`src/rtl/irq_ring_pkg.sv`:
```
package irq_ring_pkg;
    localparam int unsigned ENT_W    = 32;
    localparam int unsigned V_POS    = 31;
    localparam int unsigned W_POS    = 30;
    localparam int unsigned FLAG_POS = 16;

    typedef enum logic [1:0] {
        ST_IDLE   = 2'd0,
        ST_READ   = 2'd1,
        ST_DECIDE = 2'd2
    } seq_st_e;
endpackage

```
`src/rtl/irq_ring_seq.sv`:
```
module irq_ring_seq
    import irq_ring_pkg::*;
#(
    parameter int unsigned AW  = 16,
    parameter int unsigned CHW = 8,
    parameter int unsigned FW  = 8
) (
    input  logic             clk,
    input  logic             rst_n,
    input  logic [AW-1:0]    cfg_base,
    input  logic             ptr_load,
    input  logic [AW-1:0]    ptr_load_val,
    input  logic             ev_valid,
    output logic             ev_ready,
    input  logic [CHW-1:0]   ev_chan,
    input  logic [FW-1:0]    ev_flags,
    output logic             mem_rd_en,
    output logic             mem_wr_en,
    output logic [AW-1:0]    mem_addr,
    output logic [ENT_W-1:0] mem_wdata,
    input  logic [ENT_W-1:0] mem_rdata,
    output logic [AW-1:0]    ptr_out,
    output logic             post,
    output logic             drop
);
    typedef struct packed {
        seq_st_e        st;
        logic [AW-1:0]  ptr;
        logic [CHW-1:0] chan;
        logic [FW-1:0]  flags;
    } seq_t;

    seq_t q, d;

    always_comb begin
        d         = q;
        ev_ready  = 1'b0;
        mem_rd_en = 1'b0;
        mem_wr_en = 1'b0;
        mem_addr  = q.ptr;
        mem_wdata = '0;
        post      = 1'b0;
        drop      = 1'b0;
        unique case (q.st)
            ST_IDLE: begin
                ev_ready = !ptr_load;
                if (ptr_load) begin
                    d.ptr = ptr_load_val;
                end else if (ev_valid) begin
                    d.chan  = ev_chan;
                    d.flags = ev_flags;
                    d.st    = ST_READ;
                end
            end
            ST_READ: begin
                mem_rd_en = 1'b1;
                d.st      = ST_DECIDE;
            end
            ST_DECIDE: begin
                d.st = ST_IDLE;
                if (mem_rdata[V_POS]) begin
                    drop = 1'b1;
                end else begin
                    mem_wr_en                  = 1'b1;
                    mem_wdata[V_POS]           = 1'b1;
                    mem_wdata[W_POS]           = mem_rdata[W_POS];
                    mem_wdata[FLAG_POS +: FW]  = q.flags;
                    mem_wdata[CHW-1:0]         = q.chan;
                    post                       = 1'b1;
                    d.ptr = mem_rdata[W_POS] ? cfg_base : q.ptr + AW'(1);
                end
            end
            default: d.st = ST_IDLE;
        endcase
    end

    always_ff @(posedge clk or negedge rst_n) begin
        if (!rst_n) begin
            q <= '{st: ST_IDLE, ptr: '0, chan: '0, flags: '0};
        end else begin
            q <= d;
        end
    end

    assign ptr_out = q.ptr;
endmodule

```
`src/rtl/irq_ring_coalesce.sv`:
```
module irq_ring_coalesce #(
    parameter int unsigned CW = 8
) (
    input  logic          clk,
    input  logic          rst_n,
    input  logic [CW-1:0] cfg_thresh,
    input  logic          post,
    output logic          hit
);
    typedef struct packed {
        logic [CW-1:0] cnt;
    } coal_t;

    coal_t q, d;
    logic [CW-1:0] eff_thr;
    logic [CW-1:0] cur;

    always_comb begin
        d       = q;
        hit     = 1'b0;
        eff_thr = (cfg_thresh == '0) ? CW'(1) : cfg_thresh;
        // zero count means the counter has not been loaded since reset
        cur     = (q.cnt == '0) ? eff_thr : q.cnt;
        if (post) begin
            if (cur == CW'(1)) begin
                hit   = 1'b1;
                d.cnt = eff_thr;
            end else begin
                d.cnt = cur - CW'(1);
            end
        end
    end

    always_ff @(posedge clk or negedge rst_n) begin
        if (!rst_n) begin
            q <= '{cnt: '0};
        end else begin
            q <= d;
        end
    end
endmodule

```
`src/rtl/irq_ring_sticky.sv`:
```
module irq_ring_sticky #(
    parameter int unsigned N = 2
) (
    input  logic         clk,
    input  logic         rst_n,
    input  logic [N-1:0] set,
    input  logic [N-1:0] clr,
    output logic [N-1:0] flag
);
    typedef struct packed {
        logic [N-1:0] flg;
    } stk_t;

    stk_t q, d;

    for (genvar g = 0; g < N; g++) begin : g_bit
        // set wins over a clear in the same cycle
        assign d.flg[g] = set[g] | (q.flg[g] & ~clr[g]);
    end

    always_ff @(posedge clk or negedge rst_n) begin
        if (!rst_n) begin
            q <= '{flg: '0};
        end else begin
            q <= d;
        end
    end

    assign flag = q.flg;
endmodule

```
`src/rtl/irq_ring_poster.sv`:
```
module irq_ring_poster
    import irq_ring_pkg::*;
#(
    parameter int unsigned AW  = 16,
    parameter int unsigned CHW = 8,
    parameter int unsigned FW  = 8,
    parameter int unsigned CW  = 8
) (
    input  logic             clk,
    input  logic             rst_n,
    input  logic [AW-1:0]    cfg_base,
    input  logic [CW-1:0]    cfg_thresh,
    input  logic             ptr_load,
    input  logic [AW-1:0]    ptr_load_val,
    output logic [AW-1:0]    ptr_out,
    input  logic             ev_valid,
    output logic             ev_ready,
    input  logic [CHW-1:0]   ev_chan,
    input  logic [FW-1:0]    ev_flags,
    output logic             mem_rd_en,
    output logic             mem_wr_en,
    output logic [AW-1:0]    mem_addr,
    output logic [ENT_W-1:0] mem_wdata,
    input  logic [ENT_W-1:0] mem_rdata,
    input  logic             clr_gint,
    input  logic             clr_ovf,
    output logic             gint,
    output logic             ovf
);
    localparam int unsigned NFLAG = 2;

    logic post, drop, hit;
    logic [NFLAG-1:0] fl_set, fl_clr, fl_q;

    irq_ring_seq #(.AW(AW), .CHW(CHW), .FW(FW)) u_seq (
        .clk          (clk),
        .rst_n        (rst_n),
        .cfg_base     (cfg_base),
        .ptr_load     (ptr_load),
        .ptr_load_val (ptr_load_val),
        .ev_valid     (ev_valid),
        .ev_ready     (ev_ready),
        .ev_chan      (ev_chan),
        .ev_flags     (ev_flags),
        .mem_rd_en    (mem_rd_en),
        .mem_wr_en    (mem_wr_en),
        .mem_addr     (mem_addr),
        .mem_wdata    (mem_wdata),
        .mem_rdata    (mem_rdata),
        .ptr_out      (ptr_out),
        .post         (post),
        .drop         (drop)
    );

    irq_ring_coalesce #(.CW(CW)) u_coal (
        .clk        (clk),
        .rst_n      (rst_n),
        .cfg_thresh (cfg_thresh),
        .post       (post),
        .hit        (hit)
    );

    assign fl_set = {drop, hit};
    assign fl_clr = {clr_ovf, clr_gint};

    irq_ring_sticky #(.N(NFLAG)) u_flags (
        .clk   (clk),
        .rst_n (rst_n),
        .set   (fl_set),
        .clr   (fl_clr),
        .flag  (fl_q)
    );

    assign gint = fl_q[0];
    assign ovf  = fl_q[1];
endmodule

```
`config.mk`:
```
export PLATFORM = sky130hd
export DESIGN_NAME = irq_ring_poster
export DESIGN_NICKNAME = d
export VERILOG_FILES = /design/src/rtl/irq_ring_pkg.sv /design/src/rtl/irq_ring_seq.sv /design/src/rtl/irq_ring_coalesce.sv /design/src/rtl/irq_ring_sticky.sv /design/src/rtl/irq_ring_poster.sv
export SDC_FILE = /design/constraint.sdc
export NUM_CORES = 1
export LEC_CHECK = 0
export CAP_MARGIN = 20
export CORE_MARGIN = 2
export CORE_UTILIZATION = 25
export CTS_BUF_LIST = sky130_fd_sc_hd__clkbuf_2
export DETAILED_ROUTE_END_ITERATION = 12
export PLACE_DENSITY = 0.64
export SLEW_MARGIN = 30
export SYNTH_ARGS = -nofsm -noshare
export SYNTH_HDL_FRONTEND = slang
export SYNTH_HIERARCHICAL = 1
export SYNTH_SLANG_ARGS = --single-unit
```
`constraint.sdc`:
```
create_clock -name clk -period 7.4 [get_ports clk]
set_clock_uncertainty 0.2 [all_clocks]
set_input_delay 1.48 -clock clk [delete_from_list [all_inputs] [get_ports clk]]
set_output_delay 1.48 -clock clk [all_outputs]
set_load 0.01 [all_outputs]
```
==> impl_metrics.toml, run 1 <==
[route]
drt-pass1-iter-count = 4
via_per_inst = 4.891
detail_route.wl_per_cell_um = 15.39
remaining_drc_errors = 0
routedLengthMet1_mm = 4.063
routed_wirelength_mm = 9.635
count_of_vias_placed_by_the_detailed_router = 3062
drtIter0Drc = 220
top_layer = "met4"
drtAntennaViolNets = 0
met3_length_um = 635
wl_met2_mm = 4.854

[synthesis]
synth_async_sr_flop_share_pct = 100.0
combinational_family_with_the_most_area_after_synthesis = "simple AND/OR/NAND/NOR gates"
synth-compound-area-share_pct = 18.50
synth_area_leader_cell = "dfrtp_1"
synth.top_cell.area_share_pct = 31.92
synth_mux_area_share_pct = 8.125
synth_cell_types = 71
synth_top_cells_by_area = "dfrtp_1 32%, buf_4 11%, mux2_4 4.4%"
avgSynthCellArea_sq_um = 9.223
commonest_cells_post_synth = "51 x buf_4, 44 x dfrtp_1, 21 x nor2_1"
ys_ff_latch = 44
synth_xor_area_share_pct = 1.269
synth_area_sq_mm = 0.003450
synthFlopType = "dfrtp_1"
netlist_instances = 374
seq_area_frac_synth_pct = 31.92
synthAdderAreaFrac_pct = 1.088
synth-warning-count = 6
post-synth-top-count-cell = "buf_4"
number_of_enable_type_register_cells_in_the_synthesized_netlist = 0
post_synth_and_or_nand_nor_area_fraction_pct = 22.96

[timing]
finalCritPeriodShare_pct = 68.69
setup_violations = 0
timing.max_slew.rel_slack_pct = 39.61
finalWorstPathRequiredPeriod_ps = 5083
finalHoldViolCount = 0
final-max-slew-violation-count = 0
holdWs_ps = 309.8
final_critical_path_setup_slack_ps = 2317
setup_total_negative_slack_ps = 0
fmax_ghz = 0.1967
rsz0062_at_grt = "no"
worstMarginPinSlew_ps = 905.9

[critical_path]
cpMaxStageDelayCell = "clkdlybuf4s50_1"
crit_path_end_kind = "primary output"
critical-path-max-stage-delay_ps = 550
crit_type = "input port to primary output"
worst-r2r-setup-slack_ps = 4250
worstPathMaxFanout = 19
timing.reg2reg.worst_path_depth = 8
worst-endpoint-arrival_ps = 3400
critical_path_end = "mem_wdata[0]"
critPathRequiredTime_ps = 5720
critPathLaunchType = "input port"
timing.rr.start = "u_coal/q[2]"
critical_path.startpoint = "mem_rdata[31]"
worst_path_most_repeated_cell = "clkdlybuf4s50_1"
timing.critical_path.cells = "clkdlybuf4s50_1 -> nor3b_4 -> buf_8 -> and2_1 -> clkdlybuf4s50_1"
worst_r2r_end = "u_coal/q[2]"

[clock_network]
cts.path.max_buffers = 2
clkSinkCount = 44
hold_buffers = 0
cts_resized = 0
tritoncts = "built"
worstSkewPairLatency_ps = 420
post_cts.repair.setup_buffers = 0
cts.root.buffer_cell = "clkbuf_2"
cts-buffers-inserted = 5
clk_transition_reported_paths_ps = 230
cts.htree.levels = 2

[global_routing]
grt_first_pass_wirelength_mm = 15.17
grt_overflow_total = 0
maximum_number_of_pins_on_one_net_before_global_route_repair = 45
grt.total_usage_pct = 12.91
vias_in_the_first_global_route = 2970
antenna_found_initial = 1

[floorplan]
die_height_um = 121.5
core-area_sq_mm = 0.01335
floorplan.io_pins = 163
die_area_sq_mm = 0.01475
rows = 42
die_width_um = 121.5
initial_utilization_pct = 25.84

[layout]
share_of_cells_above_drive_strength_1_pct = 11.36
fillCellCount = 1374
design.final.nets = 546
flow.area_growth_from_synthesis_pct = 29.38
area.sequential_sq_mm = 0.001101
total_area_of_multi_input_combinational_cells_sq_mm = 0.001851

[power]
pnr_total_power_w = 0.0009065
p_per_area_mw_per_mm2 = 203.1
power_leakage_nw = 1.749
vdd_drop_max_v = 0.00008753

[placement]
gp_congestion = 0.8639
placement.io_buffers = 118
detailedPlacementHpwl_mm = 7.070
place_ws_ps = 2016

[hold_path]
hold_path_class = "flop to flop"

[outcome]
outcome = "finished, final reports clean"

[job]
maxCapViolations = 0
[metal layers]
metal,up-vias,track usage [%]
met5,-,0
met1,1478,16.01
met4,0,2.874
li1,1451,-
met2,122,22.75
met3,11,2.914
[cell families (layout without fill, tap and decap cells)]
| logic type | Yosys count | in the layout |
|---|---|---|
| and+or+nand+nor | 130 | 130 |
| AOI/OAI and AO/OA | 91 | 91 |
| buffers and inverters | 78 | 140 |
| DFF | 44 | 44 |
| muxes | 22 | 22 |
| xor gates and xnor gates | 5 | 5 |
| adders and majority gates | 3 | 3 |
| other | 1 | 15 |
[final cells by class]
class	instances	area share, %
antenna	1	0.05607
clock buffer	6	0.6728
clock inverter	1	0.1121
inverter	12	1.009
multi-input combinational	265	41.46
sequential	44	24.67
tap	176	4.934
timing repair buffer	121	27.08
[where the power goes]
group	switching [W]	total [W]	internal, W
combinational	0.000198	0.000433	0.000235
sequential	0.0000754	0.000367	0.000291
clock	0.0000847	0.000107	0.0000225
total	0.000358	0.000907	0.000549
[sequential cells by signal (all words and copies together) (netlist names)]
| signal | cells |
|---|---|
| u_flags/flag | 2 |
| u_seq/mem_addr | 16 |
| u_seq/q | 18 |
| u_coal/q | 8 |
[stage by stage]
step | std cells | utilization (%) | area [sq um]
2_1_floorplan | 387 | - | 3498
3_3_place_gp | 617 | 33.02 | 4408
3_5_place_dp | 617 | 33.04 | 4410
4_1_cts | 624 | 33.31 | 4446
5_1_grt | 625 | 33.42 | 4461
6_report | 626 | 33.44 | 4463
[worst min path at each step]
stage | start | endpoint | cells past startpoint
3_3_place_gp | u_flags/flag[0] | u_flags/flag[0] | 1
4_1_cts | u_flags/flag[0] | u_flags/flag[0] | 1
3_5_place_dp | u_flags/flag[1] | u_flags/flag[1] | 1
6_report | u_flags/flag[0] | u_flags/flag[0] | 1
2_1_floorplan | u_seq/q[0] | u_seq/q[0] | 1
5_1_grt | u_flags/flag[0] | u_flags/flag[0] | 1
[placed cells by master, fill, tap and decap left out, types with 3 or more instances in the layout]
cell,n
a211o_1,6
a211oi_1,3
a21o_1,4
a21oi_1,19
a31oi_1,6
and2_1,19
and3_1,4
and4_1,4
buf_4,3
clkbuf_2,6
clkdlybuf4s50_1,117
conb_1,14
dfrtp_1,44
ha_1,3
inv_1,12
mux2_2,8
mux2_4,10
mux2i_1,4
nand2_1,20
nand2b_1,5
nand3_1,8
nand4bb_1,3
nor2_1,21
nor3_1,14
nor4_1,5
nor4b_1,3
o211ai_1,5
o21ai_0,16
o21ai_1,4
o221ai_1,3
xnor2_1,4
[worst max-delay path, delay by kind of cell]
| family | cells | cell delay [ps] |
|---|---|---|
| AND/OR/NAND/NOR | 2 | 620 |
| buffers and inverters | 3 | 1300 |
No activity file was read; power rests on OpenSTA's default activity.
==> run 2, diff against run 1 <==
--- a/config.mk
+++ b/config.mk
@@ -10,7 +10,7 @@
 export CORE_UTILIZATION = 25
 export CTS_BUF_LIST = sky130_fd_sc_hd__clkbuf_2
 export DETAILED_ROUTE_END_ITERATION = 12
-export PLACE_DENSITY = 0.64
+export PLACE_DENSITY = 0.66
 export SLEW_MARGIN = 30
 export SYNTH_ARGS = -nofsm -noshare
 export SYNTH_HDL_FRONTEND = slang
==> constraint.sdc (replaced) <==
create_clock -name clk -period 4.4 [get_ports clk]
set_clock_uncertainty 0.2 [all_clocks]
set_input_delay 0.88 -clock clk [delete_from_list [all_inputs] [get_ports clk]]
set_output_delay 0.88 -clock clk [all_outputs]
set_load 0.01 [all_outputs]
==> impl_metrics.toml, run 2 (synthesis gave the netlist of run 1 again) <==
[outcome]
outcome = "finished, final reports clean"

[timing]
fmax_ghz = 0.2618
rsz0062_at_grt = "no"
finalCritPeriodShare_pct = 86.80
finalWorstPathRequiredPeriod_ps = 3819
final-max-slew-violation-count = 0
setup_total_negative_slack_ps = 0
setup_violations = 0
timing.max_slew.rel_slack_pct = 59.16
finalHoldViolCount = 0
worstMarginPinSlew_ps = 612.6

[clock_network]
cts.root.buffer_cell = "clkbuf_2"
cts-buffers-inserted = 5
worstSkewPairLatency_ps = 450
tritoncts = "built"
cts.htree.levels = 2
cts_resized = 0
clk_transition_reported_paths_ps = 270
hold_buffers = 0
post_cts.repair.setup_buffers = 0
clkSinkCount = 44
cts.path.max_buffers = 2

[route]
routed_wirelength_mm = 9.611
remaining_drc_errors = 0
drt-pass1-iter-count = 4
detail_route.wl_per_cell_um = 15.28
via_per_inst = 4.852
count_of_vias_placed_by_the_detailed_router = 3052
drtIter0Drc = 169
drtAntennaViolNets = 0

[layout]
share_of_cells_above_drive_strength_1_pct = 11.70
finish.cell_count_without_fillers = 629
most-common-layout-cells = "117 x clkdlybuf4s50_1, 44 x dfrtp_1, 21 x nor2_1, 20 x nand2_1"
largest_reg_flops = 18
design.final.nets = 549
post-route-util_pct = 33.83
num_antenna_cells = 0
flow.area_growth_from_synthesis_pct = 30.90
fillCellCount = 1400
layout_commonest_cell = "clkdlybuf4s50_1"
largest-register = "u_seq/q"

[power]
power.share.switching_pct = 38.29
power.sequential.fraction_pct = 38.7
vdd_drop_max_v = 0.0001255
p_per_area_mw_per_mm2 = 351.9
pnr_total_power_w = 0.001589
p_switching_w = 0.0006084
cell_internal_power_w = 0.0009807
power.clock.fraction_pct = 15.1
power_leakage_nw = 1.774
power_frac_comb_pct = 46.2

[placement]
placement.io_buffers = 118
detailedPlacementHpwl_mm = 7.131
numPlacedInstances = 621
gp_congestion = 0.8250

[global_routing]
antenna_found_initial = 0
met3_usage_pct = 3.618
maximum_number_of_pins_on_one_net_before_global_route_repair = 45
groute.layer.met1.usage_pct = 16.32
grt_first_pass_wirelength_mm = 14.99
grt_overflow_total = 0
grt.total_usage_pct = 12.76
vias_in_the_first_global_route = 2991
met2_usage_pct = 21.28
busiest_grt_layer = "met2"

[critical_path]
worst-endpoint-arrival_ps = 2740
worstPathMaxFanout = 21
crit_path_end_kind = "primary output"
crit_type = "input port to primary output"
critPathLaunchType = "input port"
critPathRequiredTime_ps = 3320

[job]
maxCapViolations = 0

[floorplan]
die_area_sq_mm = 0.01475
die_width_um = 121.5
core-area_sq_mm = 0.01335
rows = 42
die_height_um = 121.5
initial_utilization_pct = 25.84
floorplan.io_pins = 163

[hold_path]
hold_path_class = "input port to async pin"
[run 2: cell count changes in the layout (fill, tap and decap cells not counted)]
cell | before | now
clkbuf_2 | 6 | 5
diode_2 | 1 | 0
clkinv_1 | 0 | 2
buf_8 | 1 | 0
buf_4 | 3 | 6
bufinv_16 | 0 | 1
clkinv_2 | 1 | 0
buf_12 | 0 | 1
[run 2: worst max-delay path, stage by stage]
cell	delay [ps]
clkdlybuf4s50_1	480
nor3b_4	480
buf_12	220
and2_1	130
clkdlybuf4s50_1	540
[run 2: power by group through the flow]
stage	clock network [W]	registers [W]	logic [W]
2_1_floorplan	0	0.000580	0.000573
3_3_place_gp	0	0.000617	0.000722
3_5_place_dp	0	0.000622	0.000731
4_1_cts	0.000258	0.000615	0.000734
5_1_grt	0.000270	0.000634	0.000802
6_report	0.000240	0.000615	0.000734
[run 2: final cells by class]
cell class                 count  area, sq um  area share [%]
tap                          176        220.2           4.877
multi-input combinational    265         1851           40.98
inverter                      12        45.04          0.9975
clock buffer                   5        25.02          0.5542
sequential                    44         1101           24.38
timing repair buffer         124         1236           27.38
clock inverter                 3        37.54          0.8313
[run 2: path summary, 6_finish.rpt]
| kind | startpoint | end | slack, ps | cells past startpoint |
|---|---|---|---|---|
| min reg2reg | u_flags/flag[0] | u_flags/flag[0] | 320 | 1 |
| min in group clk | u_flags/flag[0] | u_flags/flag[0] | 320 | 1 |
| max in group asynchronous | rst_n | u_coal/q[7] | 3370 | 1 |
| max | mem_rdata[31] | mem_wdata[19] | 580 | 5 |
| max reg2reg | u_coal/q[0] | u_coal/q[2] | 1140 | 9 |
| min | rst_n | u_coal/q[0] | 200 | 1 |
[run 2: routing by layer]
layer	part of all wire (%)	up-vias
li1	-	1451
met2	48	121
met1	44	1473
met4	0.58	0
met3	7.7	7
met5	0	-
[run 2: through the flow]
stage               hold slack [ps]  area [sq um]  setup WS (ps)
finish                        195.5          4516          580.8
global route                  195.9          4516          438.1
CTS                           189.4          4516          525.5
detailed placement            274.3          4453          544.8
global placement              261.0          4451          544.0
floorplan                     272.0          3498           1679
